**config.mk**
```make
export PLATFORM = sky130hd
export DESIGN_NAME = vlic_ctrl
export DESIGN_NICKNAME = d
export VERILOG_FILES = /design/src/rtl/vlic_pkg.sv /design/src/rtl/vlic_cfg_regs.sv /design/src/rtl/vlic_arbiter.sv /design/src/rtl/vlic_ctrl.sv
export SDC_FILE = /design/constraint.sdc
export NUM_CORES = 2
export LEC_CHECK = 0
export ABC_AREA = 1
export CELL_PAD_IN_SITES_DETAIL_PLACEMENT = 1
export CELL_PAD_IN_SITES_GLOBAL_PLACEMENT = 1
export CORE_ASPECT_RATIO = 1.25
export CORE_UTILIZATION = 49
export CTS_BUF_LIST = sky130_fd_sc_hd__clkbuf_8
export CTS_CLUSTER_DIAMETER = 80
export CTS_CLUSTER_SIZE = 24
export DETAILED_ROUTE_END_ITERATION = 8
export HOLD_SLACK_MARGIN = 0.06
export PLACE_DENSITY_LB_ADDON = 0.15
export SYNTH_ARGS = -nofsm -noshare
export SYNTH_HDL_FRONTEND = slang
export SYNTH_SLANG_ARGS = --single-unit
```
**constraint.sdc**
```tcl
create_clock -name clk -period 22.6 [get_ports clk]
set_input_delay 4.52 -clock clk [delete_from_list [all_inputs] [get_ports clk]]
set_output_delay 4.52 -clock clk [all_outputs]
set_load 0.01 [all_outputs]
```
**src/rtl/vlic_pkg.sv**
```systemverilog
// Package: constants and helper functions shared by the interrupt controller.
// Assumes VARIANT is 0 or 1; any other value falls back to variant 1 settings.
package vlic_pkg;

    localparam int FIELD_W = 7;
    localparam int PRIO_W  = 4;

    typedef logic [FIELD_W-1:0] cfg_field_t;
    typedef logic [PRIO_W-1:0]  prio_t;

    // Enable code software writes for the chosen variant.
    function automatic cfg_field_t enable_code(input int variant);
        return (variant == 0) ? 7'h51 : 7'h20;
    endfunction

    // Field bit that marks a source as enabled.
    function automatic int enable_bit(input int variant);
        return (variant == 0) ? 4 : 5;
    endfunction

    // Byte offset of the select register.
    function automatic int select_offset(input int variant);
        return (variant == 0) ? 'h10c : 'h104;
    endfunction

endpackage

```
**src/rtl/vlic_cfg_regs.sv**
```systemverilog
// Module: per-source configuration fields.
// Holds one 7-bit field per source and writes it when the bus strobe hits that
// source's word. Assumes the word index is already decoded from the byte address.
module vlic_cfg_regs
    import vlic_pkg::*;
#(
    parameter int N_SRC  = 64,
    parameter int WORD_W = 10
) (
    input  logic                     clk,
    input  logic                     rst_n,
    input  logic                     wr_en,
    input  logic [WORD_W-1:0]        wr_word,
    input  cfg_field_t               wr_data,
    output logic [N_SRC*FIELD_W-1:0] cfg_flat
);

    for (genvar n = 0; n < N_SRC; n++) begin : g_field
        cfg_field_t field_q;

        // Store the field on a write to this source's word; clear on reset.
        always_ff @(posedge clk) begin
            if (!rst_n)
                field_q <= '0;
            else if (wr_en && (wr_word == WORD_W'(n)))
                field_q <= wr_data;
        end

        assign cfg_flat[n*FIELD_W +: FIELD_W] = field_q;

        assert_field_write_R2: assert property (@(posedge clk) disable iff (!rst_n)
            (wr_en && (wr_word == WORD_W'(n))) |=> (cfg_flat[n*FIELD_W +: FIELD_W] == $past(wr_data)));
    end

endmodule

```
**src/rtl/vlic_arbiter.sv**
```systemverilog
// Module: priority arbiter over all sources.
// Forms the eligibility vector and reduces it in a balanced tree of pairwise
// compares. The lower-numbered side wins ties. Assumes N_SRC is a power of two.
module vlic_arbiter
    import vlic_pkg::*;
#(
    parameter int N_SRC   = 64,
    parameter int VARIANT = 0,
    parameter int ID_W    = 6
) (
    input  logic                     clk,
    input  logic                     rst_n,
    input  logic [N_SRC-1:0]         src,
    input  logic [N_SRC*FIELD_W-1:0] cfg_flat,
    output logic                     win_valid,
    output logic [ID_W-1:0]          win_id
);

    localparam int EN_BIT = enable_bit(VARIANT);
    localparam int LEVELS = $clog2(N_SRC);

    logic [N_SRC-1:0] elig;
    prio_t            prio [N_SRC];

    for (genvar n = 0; n < N_SRC; n++) begin : g_leaf
        assign elig[n] = src[n] & cfg_flat[n*FIELD_W + EN_BIT];
        assign prio[n] = cfg_flat[n*FIELD_W +: PRIO_W];
    end

    logic              lv_v [LEVELS+1][N_SRC];
    prio_t             lv_p [LEVELS+1][N_SRC];
    logic [ID_W-1:0]   lv_i [LEVELS+1][N_SRC];

    // Reduce the candidates level by level; the left (lower) node keeps ties.
    always_comb begin
        for (int lv = 0; lv <= LEVELS; lv++) begin
            for (int k = 0; k < N_SRC; k++) begin
                lv_v[lv][k] = 1'b0;
                lv_p[lv][k] = '0;
                lv_i[lv][k] = '0;
            end
        end
        for (int k = 0; k < N_SRC; k++) begin
            lv_v[0][k] = elig[k];
            lv_p[0][k] = prio[k];
            lv_i[0][k] = ID_W'(k);
        end
        for (int lv = 1; lv <= LEVELS; lv++) begin
            for (int k = 0; k < N_SRC; k++) begin
                if (k < (N_SRC >> lv)) begin
                    if (lv_v[lv-1][2*k] &&
                        (!lv_v[lv-1][2*k+1] || (lv_p[lv-1][2*k] >= lv_p[lv-1][2*k+1]))) begin
                        lv_v[lv][k] = 1'b1;
                        lv_p[lv][k] = lv_p[lv-1][2*k];
                        lv_i[lv][k] = lv_i[lv-1][2*k];
                    end else begin
                        lv_v[lv][k] = lv_v[lv-1][2*k+1];
                        lv_p[lv][k] = lv_p[lv-1][2*k+1];
                        lv_i[lv][k] = lv_i[lv-1][2*k+1];
                    end
                end
            end
        end
    end

    assign win_valid = lv_v[LEVELS][0];
    assign win_id    = lv_i[LEVELS][0];

    logic unused_cfg_bits;
    assign unused_cfg_bits = ^cfg_flat;

    // Check flags: any eligible source that beats the winner, or ties it with a lower number.
    logic beaten;
    logic tie_lost;
    always_comb begin
        beaten   = 1'b0;
        tie_lost = 1'b0;
        for (int k = 0; k < N_SRC; k++) begin
            if (win_valid && elig[k] && (prio[k] > prio[win_id]))
                beaten = 1'b1;
            if (win_valid && elig[k] && (prio[k] == prio[win_id]) && (ID_W'(k) < win_id))
                tie_lost = 1'b1;
        end
    end

    assert_winner_eligible_R3: assert property (@(posedge clk) disable iff (!rst_n)
        win_valid |-> (src[win_id] && cfg_flat[win_id*FIELD_W + EN_BIT]));
    assert_idle_when_none_R3: assert property (@(posedge clk) disable iff (!rst_n)
        (!win_valid) |-> ((src & elig) == '0));
    assert_highest_prio_R4: assert property (@(posedge clk) disable iff (!rst_n) !beaten);
    assert_low_index_tie_R5: assert property (@(posedge clk) disable iff (!rst_n) !tie_lost);

endmodule

```
**src/rtl/vlic_ctrl.sv**
```systemverilog
// Module: top of the vectored level-interrupt controller.
// Decodes the register bus, registers the arbiter result into the select
// register and the request line, and returns registered read data.
// Assumes word-aligned accesses; address bits 1:0 are ignored.
module vlic_ctrl
    import vlic_pkg::*;
#(
    parameter int N_SRC   = 64,
    parameter int VARIANT = 0,
    parameter int ADDR_W  = 12
) (
    input  logic              clk,
    input  logic              rst_n,
    input  logic [N_SRC-1:0]  src_i,
    input  logic [ADDR_W-1:0] bus_addr_i,
    input  logic              bus_we_i,
    input  logic [31:0]       bus_wdata_i,
    output logic [31:0]       bus_rdata_o,
    output logic              irq_o
);

    localparam int WORD_W   = ADDR_W - 2;
    localparam int ID_W     = $clog2(N_SRC);
    localparam int SEL_WORD = select_offset(VARIANT) / 4;

    logic [WORD_W-1:0]        word;
    logic                     cfg_we;
    logic [N_SRC*FIELD_W-1:0] cfg_flat;
    logic                     win_valid;
    logic [ID_W-1:0]          win_id;
    logic                     sel_pend_q;
    logic [ID_W-1:0]          sel_id_q;
    logic [31:0]              rd_next;
    logic [31:0]              rdata_q;

    assign word   = bus_addr_i[ADDR_W-1:2];
    assign cfg_we = bus_we_i && (32'(word) < N_SRC);

    vlic_cfg_regs #(.N_SRC(N_SRC), .WORD_W(WORD_W)) cfg_i (
        .clk      (clk),
        .rst_n    (rst_n),
        .wr_en    (cfg_we),
        .wr_word  (word),
        .wr_data  (bus_wdata_i[FIELD_W-1:0]),
        .cfg_flat (cfg_flat)
    );

    vlic_arbiter #(.N_SRC(N_SRC), .VARIANT(VARIANT), .ID_W(ID_W)) arb_i (
        .clk       (clk),
        .rst_n     (rst_n),
        .src       (src_i),
        .cfg_flat  (cfg_flat),
        .win_valid (win_valid),
        .win_id    (win_id)
    );

    // Capture the arbiter result as the select register every clock.
    always_ff @(posedge clk) begin
        if (!rst_n) begin
            sel_pend_q <= 1'b0;
            sel_id_q   <= '0;
        end else begin
            sel_pend_q <= win_valid;
            sel_id_q   <= win_valid ? win_id : '0;
        end
    end

    // Choose read data for the addressed word; unmapped words give zero.
    always_comb begin
        rd_next = '0;
        if (32'(word) < N_SRC)
            rd_next[FIELD_W-1:0] = cfg_flat[word*FIELD_W +: FIELD_W];
        else if (32'(word) == SEL_WORD)
            rd_next[6:0] = {sel_pend_q, 6'(sel_id_q)};
    end

    // Register the read data for the bus.
    always_ff @(posedge clk) begin
        if (!rst_n)
            rdata_q <= '0;
        else
            rdata_q <= rd_next;
    end

    assign bus_rdata_o = rdata_q;
    assign irq_o       = sel_pend_q;

    logic unused_bus_bits;
    assign unused_bus_bits = ^{bus_wdata_i[31:FIELD_W], bus_addr_i[1:0]};

    assert_irq_follows_winner_R7: assert property (@(posedge clk) disable iff (!rst_n)
        win_valid |=> irq_o);
    assert_irq_drops_R8: assert property (@(posedge clk) disable iff (!rst_n)
        (!win_valid) |=> !irq_o);
    assert_rdata_high_zero_R2: assert property (@(posedge clk) disable iff (!rst_n)
        bus_rdata_o[31:7] == '0);

endmodule

```
# Yosys cells after proc, flatten, opt, wreduce, memory -nomap -nowiden
# Cells that the tools add are included.
[totals]
regBits = 487
in_bits = 111
output_inout_bits = 33
word_cells = 708
[classes]
n_mul = 1
magnitude_cmp = 64
n_eq_ne = 64
shift = 1
mux = 190
bitwise_logic = 64
reduce_logical = 256
[op_table]
columns = ["operator", "count"]
rows = [
  ["indexed part select 448 x 14 -> 7 bit", 1],
  ["== test 10 x 6 -> 1 bit (second input constant)", 32],
  ["two-way mux 4 bit", 66],
  [">= comparator 4 bit", 63],
  ["== test 10 x 5 -> 1 bit (second input constant)", 16],
  ["logical AND 1 bit", 128],
  ["two-way mux 1 bit", 95],
  ["== test 10 x 4 -> 1 bit (second input constant)", 8],
  ["AND 1 bit", 64],
  ["zero test 1 bit", 63],
  ["logical OR 1 bit", 63],
  ["== test 10 x 3 -> 1 bit (second input constant)", 4],
  ["two-way mux 2 bit", 16],
  ["two-way mux 3 bit", 8],
  ["== test 10 x 2 -> 1 bit (second input constant)", 2],
  ["two-way mux 7 bit", 2],
  ["multiplier 10 x 3 -> 13 bit (second input constant)", 1],
  ["== test 10 x 1 -> 1 bit (second input constant)", 1],
  ["== test 10 x 7 -> 1 bit (second input constant)", 1],
  ["zero test 10 bit", 1],
  ["less-than comparator 10 x 7 -> 1 bit (second input constant)", 1],
  ["two-way mux 5 bit", 2],
  ["two-way mux 6 bit", 1],
  ["AND reduction 2 bit", 1],
]

# Depth between registers and ports, before layout
[logic_depth]
depth_word = 26
ltp_mapped = 61
depth_no_buf = 61

# Cells and area by module
# From an unflattened synthesis, not the netlist that was laid out.
[unflattened]
cells_unflattened = 6368
hier_area_um2 = 36448.7
[modules_own_cells]
columns = ["mod", "n_inst", "cells_each", "area_per_inst_um2", "seq_area_each_um2"]
rows = [
  ["vlic_cfg_regs", 1, 2942, 18982.0, 8968.6],
  ["vlic_arbiter", 1, 2124, 11553.6, 0.0],
  ["vlic_ctrl", 1, 1302, 5913.2, 280.3],
]

# Least setup slack after synthesis
# No wires, ideal clock.
[synth_path]
path_type = "input to register"
startpoint = "input port src_i[1]"
endpoint = "register sel_id_q[2]"
setup_ns = 0.117
t_arrival_ns = 10.484
required_ns = 22.483
slack_ns = 11.999
cell_stages = 54
path_buffers = 1
path_cell_list = "nand2_1 -> inv_1 -> nand4_1 -> nand2_1 -> buf_2 -> nand2_1 -> o21ai_0 -> ha_1 -> nand2_1 -> inv_1 -> nand3_1 -> nand4_1 -> nand2_1 -> inv_1 -> o211ai_1 -> and2_1 -> ha_1 -> inv_1 -> [18 not listed] -> ha_1 -> inv_1 -> nor2_1 -> o211ai_1 -> nand4_1 -> nand2_2 -> inv_2 -> nand3_1 -> nand2_1 -> ha_1 -> a21boi_0 -> o21ai_0 -> nand2_1 -> a21oi_1 -> a21oi_2 -> inv_1 -> nor2_2 -> a22o_1"
[synth_via]
elab_chain_cells = 26
word_cells_on_any_way = 35
cone_classes = "order compare: 5; mux: 15; bitwise: 1; reduce/logical: 14"
[synth_rtl]
columns = ["item", "line_no", "rtl"]
rows = [
  ["from (decl)", "vlic_ctrl.sv:14", "input logic [N_SRC-1:0] src_i,"],
  ["AND 1 bit (*)", "vlic_arbiter.sv:26", "assign elig[n] = src[n] & cfg_flat[n*FIELD_W + EN_BIT];"],
  ["zero test 1 bit", "vlic_arbiter.sv:52", "(!lv_v[lv-1][2*k+1] || (lv_p[lv-1][2*k] >= lv_p[lv-1][2*k+1]))) begin"],
  ["logical OR 1 bit", "vlic_arbiter.sv:52", ""],
  ["logical AND 1 bit", "vlic_arbiter.sv:51", "if (lv_v[lv-1][2*k] &&"],
  ["two-way mux 4 bit", "vlic_arbiter.sv:51", ""],
  [">= comparator 4 bit", "vlic_arbiter.sv:52", ""],
  ["logical OR 1 bit", "vlic_arbiter.sv:52", ""],
  ["logical AND 1 bit", "vlic_arbiter.sv:51", ""],
  ["[10 not listed]", "--", ""],
  ["logical OR 1 bit", "vlic_arbiter.sv:52", ""],
  ["logical AND 1 bit", "vlic_arbiter.sv:51", ""],
  ["two-way mux 4 bit", "vlic_arbiter.sv:51", ""],
  [">= comparator 4 bit", "vlic_arbiter.sv:52", ""],
  ["logical OR 1 bit", "vlic_arbiter.sv:52", ""],
  ["logical AND 1 bit", "vlic_arbiter.sv:51", ""],
  ["two-way mux 1 bit", "vlic_arbiter.sv:51", ""],
  ["AND reduction 2 bit (no line)", "--", ""],
  ["to (signal assigned)", "vlic_ctrl.sv:64", "sel_id_q <= win_valid ? win_id : '0;"],
  ["to (decl)", "vlic_ctrl.sv:32", "logic [ID_W-1:0] sel_id_q;"],
]
# Every way passes the cells marked *; elsewhere a longest branch is shown, timed or not.
# A chain may end at the register's enable or synchronous reset.

# Worst setup path in the final report
[layout_path]
startpoint = "input port src_i[13]"
endpoint = "register sel_id_q[3]"
[layout_via]
elab_chain_cells = 26
word_cells_on_any_way = 36
cone_classes = "order compare: 5; mux: 14; bitwise: 1; reduce/logical: 16"
[layout_rtl]
columns = ["item", "line_no"]
rows = [
  ["AND 1 bit (*)", "vlic_arbiter.sv:26"],
  ["zero test 1 bit", "vlic_arbiter.sv:52"],
  ["logical OR 1 bit", "vlic_arbiter.sv:52"],
  ["logical AND 1 bit", "vlic_arbiter.sv:51"],
  ["two-way mux 4 bit", "vlic_arbiter.sv:51"],
  [">= comparator 4 bit", "vlic_arbiter.sv:52"],
  ["logical OR 1 bit", "vlic_arbiter.sv:52"],
  ["logical AND 1 bit", "vlic_arbiter.sv:51"],
  ["[10 not listed]", "--"],
  ["logical OR 1 bit", "vlic_arbiter.sv:52"],
  ["logical AND 1 bit", "vlic_arbiter.sv:51"],
  ["two-way mux 4 bit", "vlic_arbiter.sv:51"],
  [">= comparator 4 bit", "vlic_arbiter.sv:52"],
  ["logical OR 1 bit", "vlic_arbiter.sv:52"],
  ["logical AND 1 bit", "vlic_arbiter.sv:51"],
  ["two-way mux 1 bit", "vlic_arbiter.sv:51"],
  ["AND reduction 2 bit (no line)", "--"],
]
# Marks and branches as above.

==> reports/summary.log <==
[sta] Slew Limit Fails 0
[sta] transition time at the pin with the least slew margin 1.18 ns
[yosys] largest cells by area after synthesis dfxtp_1, o21ai_0, ha_1, nand2_1, a21oi_1
[cells_and_area] final design utilization 52.8%
[min_path] type of the worst min-delay path register to register
[worst_setup_path] crit path DAT 13.03 ns
[yosys] Yosys cell types 47
[floorplan] die height 278 um
[worst_setup_path] stage delay of the slowest cell on the critical path 0.50 ns
[drt] average detailed-routed wire length per instance 23.0 um
[sta] number of failing hold endpoints at the final stage 0
[worst_setup_path] kind of start point of the critical path primary input
[cts] depth of the CTS H-tree 2
[sta] worst slew margin relative to its limit 21.0%
[cts] clock network latency to the later pin of the worst-skew pair 0.68 ns
[yosys] Post-Syn Instances 4394
[yosys] synthesis-stage register bit count 462
[placement] gp weighted congestion 1.04
[cts] TritonCTS clock tree yes
[yosys] cell area after technology mapping 0.0299 sq mm
[drt] total met3 wirelength after detailed routing 7.18 mm
[drt] detailed-routed wire length on met2 54.2 mm
[sta] portion of the clock cycle consumed by the worst path in the final layout 54.8%
[yosys] top flip-flop cell by instance count after synthesis dfxtp_1
[floorplan] row count 100
[outcome] run status finished clean
[floorplan] total die area 0.0621 sq mm
[floorplan] effective utilization at floorplan 50.0%
[drt] detailed router's first-iteration violation count 2421
[cells_and_area] area growth from synthesis to layout 5.59%
[cts] clock slew seen by the registers of the worst setup and hold paths 0.14 ns
[drt] detailed-route via count 31400
[worst_setup_path] required time at the endpoint of the critical path 23.24 ns
[drt] wire length reported by the detailed router 117 mm
[cells_and_area] proportion of layout cells with a drive suffix above 1 4.96%
[cells_and_area] number of nets in the finished design 4668
[pwr] Peak VDD IR 0.0636 mV
[yosys] synthesis warning total 0
[yosys] most common cell in the synthesized netlist o21ai_0
[sta] RSZ-0062 raised after global routing false
[yosys] portion of the post-synthesis area used by sequential elements 30.9%
[cts] Root Buffer clkbuf_8
[cts] buffers from clock root to sink, at most 3
[cts] hold_buf cts 0
[worst_setup_path] cell repeated most along the worst path nand2_1
[worst_setup_path] maximum fanout count along the critical path 10
[cts] setup bufs post-CTS 0
[pwr] leakage component of the power 14.3 nW
[global_routing] antenna violations before repair 4
[global_routing] vias in the first global route 31300
[yosys] area fraction of the dominant cell type after synthesis 30.9%
[sta] worst clock skew 0.0247 ns
[drt] total routed wire length on the met1 layer 48.8 mm
[cts] post-cts repair resize count 0
[pwr] Tot Pwr 1.47 mW
[placement] placed wire-length estimate 81.8 mm
[cts] TritonCTS buffer count 34
[global_routing] global-route wire length before repair 180 mm
[drt] highest metal layer used by the detailed router met5
[yosys] number of enable-type register cells in the synthesized netlist 0
[drt] number of remaining DRC errors 0
[yosys] top cell types by occurrence after synthesis o21ai_0, nand2_1, a21oi_1
[drt] DRT antenna net count 0
[drt] number of vias per cell 6.16
[global_routing] all-layer global routing usage 37.2%
[global_routing] remaining global-route overflow 0
[yosys] cell type with the largest total area after synthesis dfxtp_1
[worst_setup_path] CP Capture Type register
[cts] CTS Sinks 462
[placement] IO Port Bufs 91
[yosys] post-synthesis average cell area 6.82 sq um
[pwr] power per unit of standard cell area 46.6 mW/mm^2
[worst_setup_path] Critical Setup Path Class primary input to register
[sta] number of setup violations in the final report 0
[global_routing] pin count of the biggest net entering global routing 144
[sta] post-layout minimum cycle time 12.39 ns
[sta] Max Fclk 80.7 MHz
[floorplan] Top Ports 144
[sta] sum of negative setup slack 0 ns
[yosys] post-synthesis async set-or-reset flop share 0%
[floorplan] Core Box Area 0.0599 sq mm
[drt] number of iterations in the first detailed-routing pass 7
[floorplan] overall die width 223 um
[job] reported max-cap violation count 0
[worst_setup_path] cell with the largest stage delay on the worst path clkdlybuf4s50_1
==> metrics by stage <==
| stage | hold WS, ns | instances | worst slack (ns) | area [sq um] |
|---|---|---|---|---|
| global route | 0.482 | 5097 | 9.48 | 31600 |
| finish | 0.465 | 5097 | 10.21 | 31600 |
| detailed placement | 0.442 | 5034 | 9.68 | 30800 |
| CTS | 0.463 | 5096 | 10.36 | 31600 |
| floorplan | 0.423 | 4418 | 12.00 | 30000 |
| global placement | 0.435 | 5034 | 9.83 | 30800 |
==> path summary, 6_finish.rpt <==
check / endpoint / cells after the start / startpoint / slack (ns)
max: sel_id_q[3] / 48 / src_i[13] / 10.21
min reg2reg: cfg_i.g_field[5].field_q[6] / 2 / cfg_i.g_field[5].field_q[6] / 0.47
min: cfg_i.g_field[5].field_q[6] / 2 / cfg_i.g_field[5].field_q[6] / 0.47
max reg2reg: sel_id_q[3] / 49 / cfg_i.g_field[13].field_q[1] / 13.62
==> placed cells by master, fill, tap and decap left out, types with 25 or more instances in the layout <==
cell	instances
conb_1	25
dfxtp_1	462
nand2_1	769
inv_1	501
nand4_1	110
nor2_4	28
a21oi_1	532
nor2_1	76
nor2_2	39
clkdlybuf4s50_1	88
clkbuf_8	38
ha_1	252
o21ai_0	827
o21bai_1	34
o22ai_1	79
nand3_1	291
buf_4	27
==> cell families (layout without fill, tap and decap cells) <==
| group | count (synthesis) | in the layout | synth area share, % |
|---|---|---|---|
| AOI/OAI and AO/OA | 1524 | 1524 | 26.5 |
| adders and majority gates | 252 | 252 | 10.5 |
| buffers and inverters | 794 | 707 | 11.1 |
| DFF | 462 | 462 | 30.9 |
| other | 1 | 26 | 0.0125 |
| and+or+nand+nor | 1361 | 1361 | 21.0 |
==> routing by layer <==
metal	vias to the layer above	global-route usage, %
met4	2	20.7
met5	-	0
met2	990	61.9
met1	15400	46.6
li1	14700	-
met3	339	4.35
==> where the power goes <==
part / leakage (nW) / total (mW) / switching (mW) / internal (mW)
Clock: 0.418 / 0.551 / 0.357 / 0.193
Combinational: 10.1 / 0.107 / 0.0851 / 0.0220
Sequential: 3.72 / 0.815 / 0.000127 / 0.815
Total: 14.3 / 1.47 / 0.442 / 1.03
==> critical path: cells and delay by family <==
kind                     cells  cell delay [ns]
AO/OA/AOI/OAI               11             1.92
adder cells (fa/ha/maj)      5             1.57
buffers and inverters        8             1.44
AND/OR/NAND/NOR             24             3.57
==> final cells by class <==
class / instances / area (sq um)
Fill cell: 8013 / 28300
Multi-Input combinational cell: 3162 / 17500
Sequential cell: 462 / 9250
Inverter: 529 / 1990
Timing Repair Buffer: 116 / 1100
Tap cell: 765 / 957
Clock buffer: 38 / 523
Clock inverter: 24 / 309
Antenna cell: 1 / 2.50
==> sequential cells by signal (all words and copies together), names as in the netlist <==
name,count
sel_id_q,6
cfg_i.g_field.field_q,448
irq_o,1
bus_rdata_o,7
No activity file was read; power rests on OpenSTA's default activity.
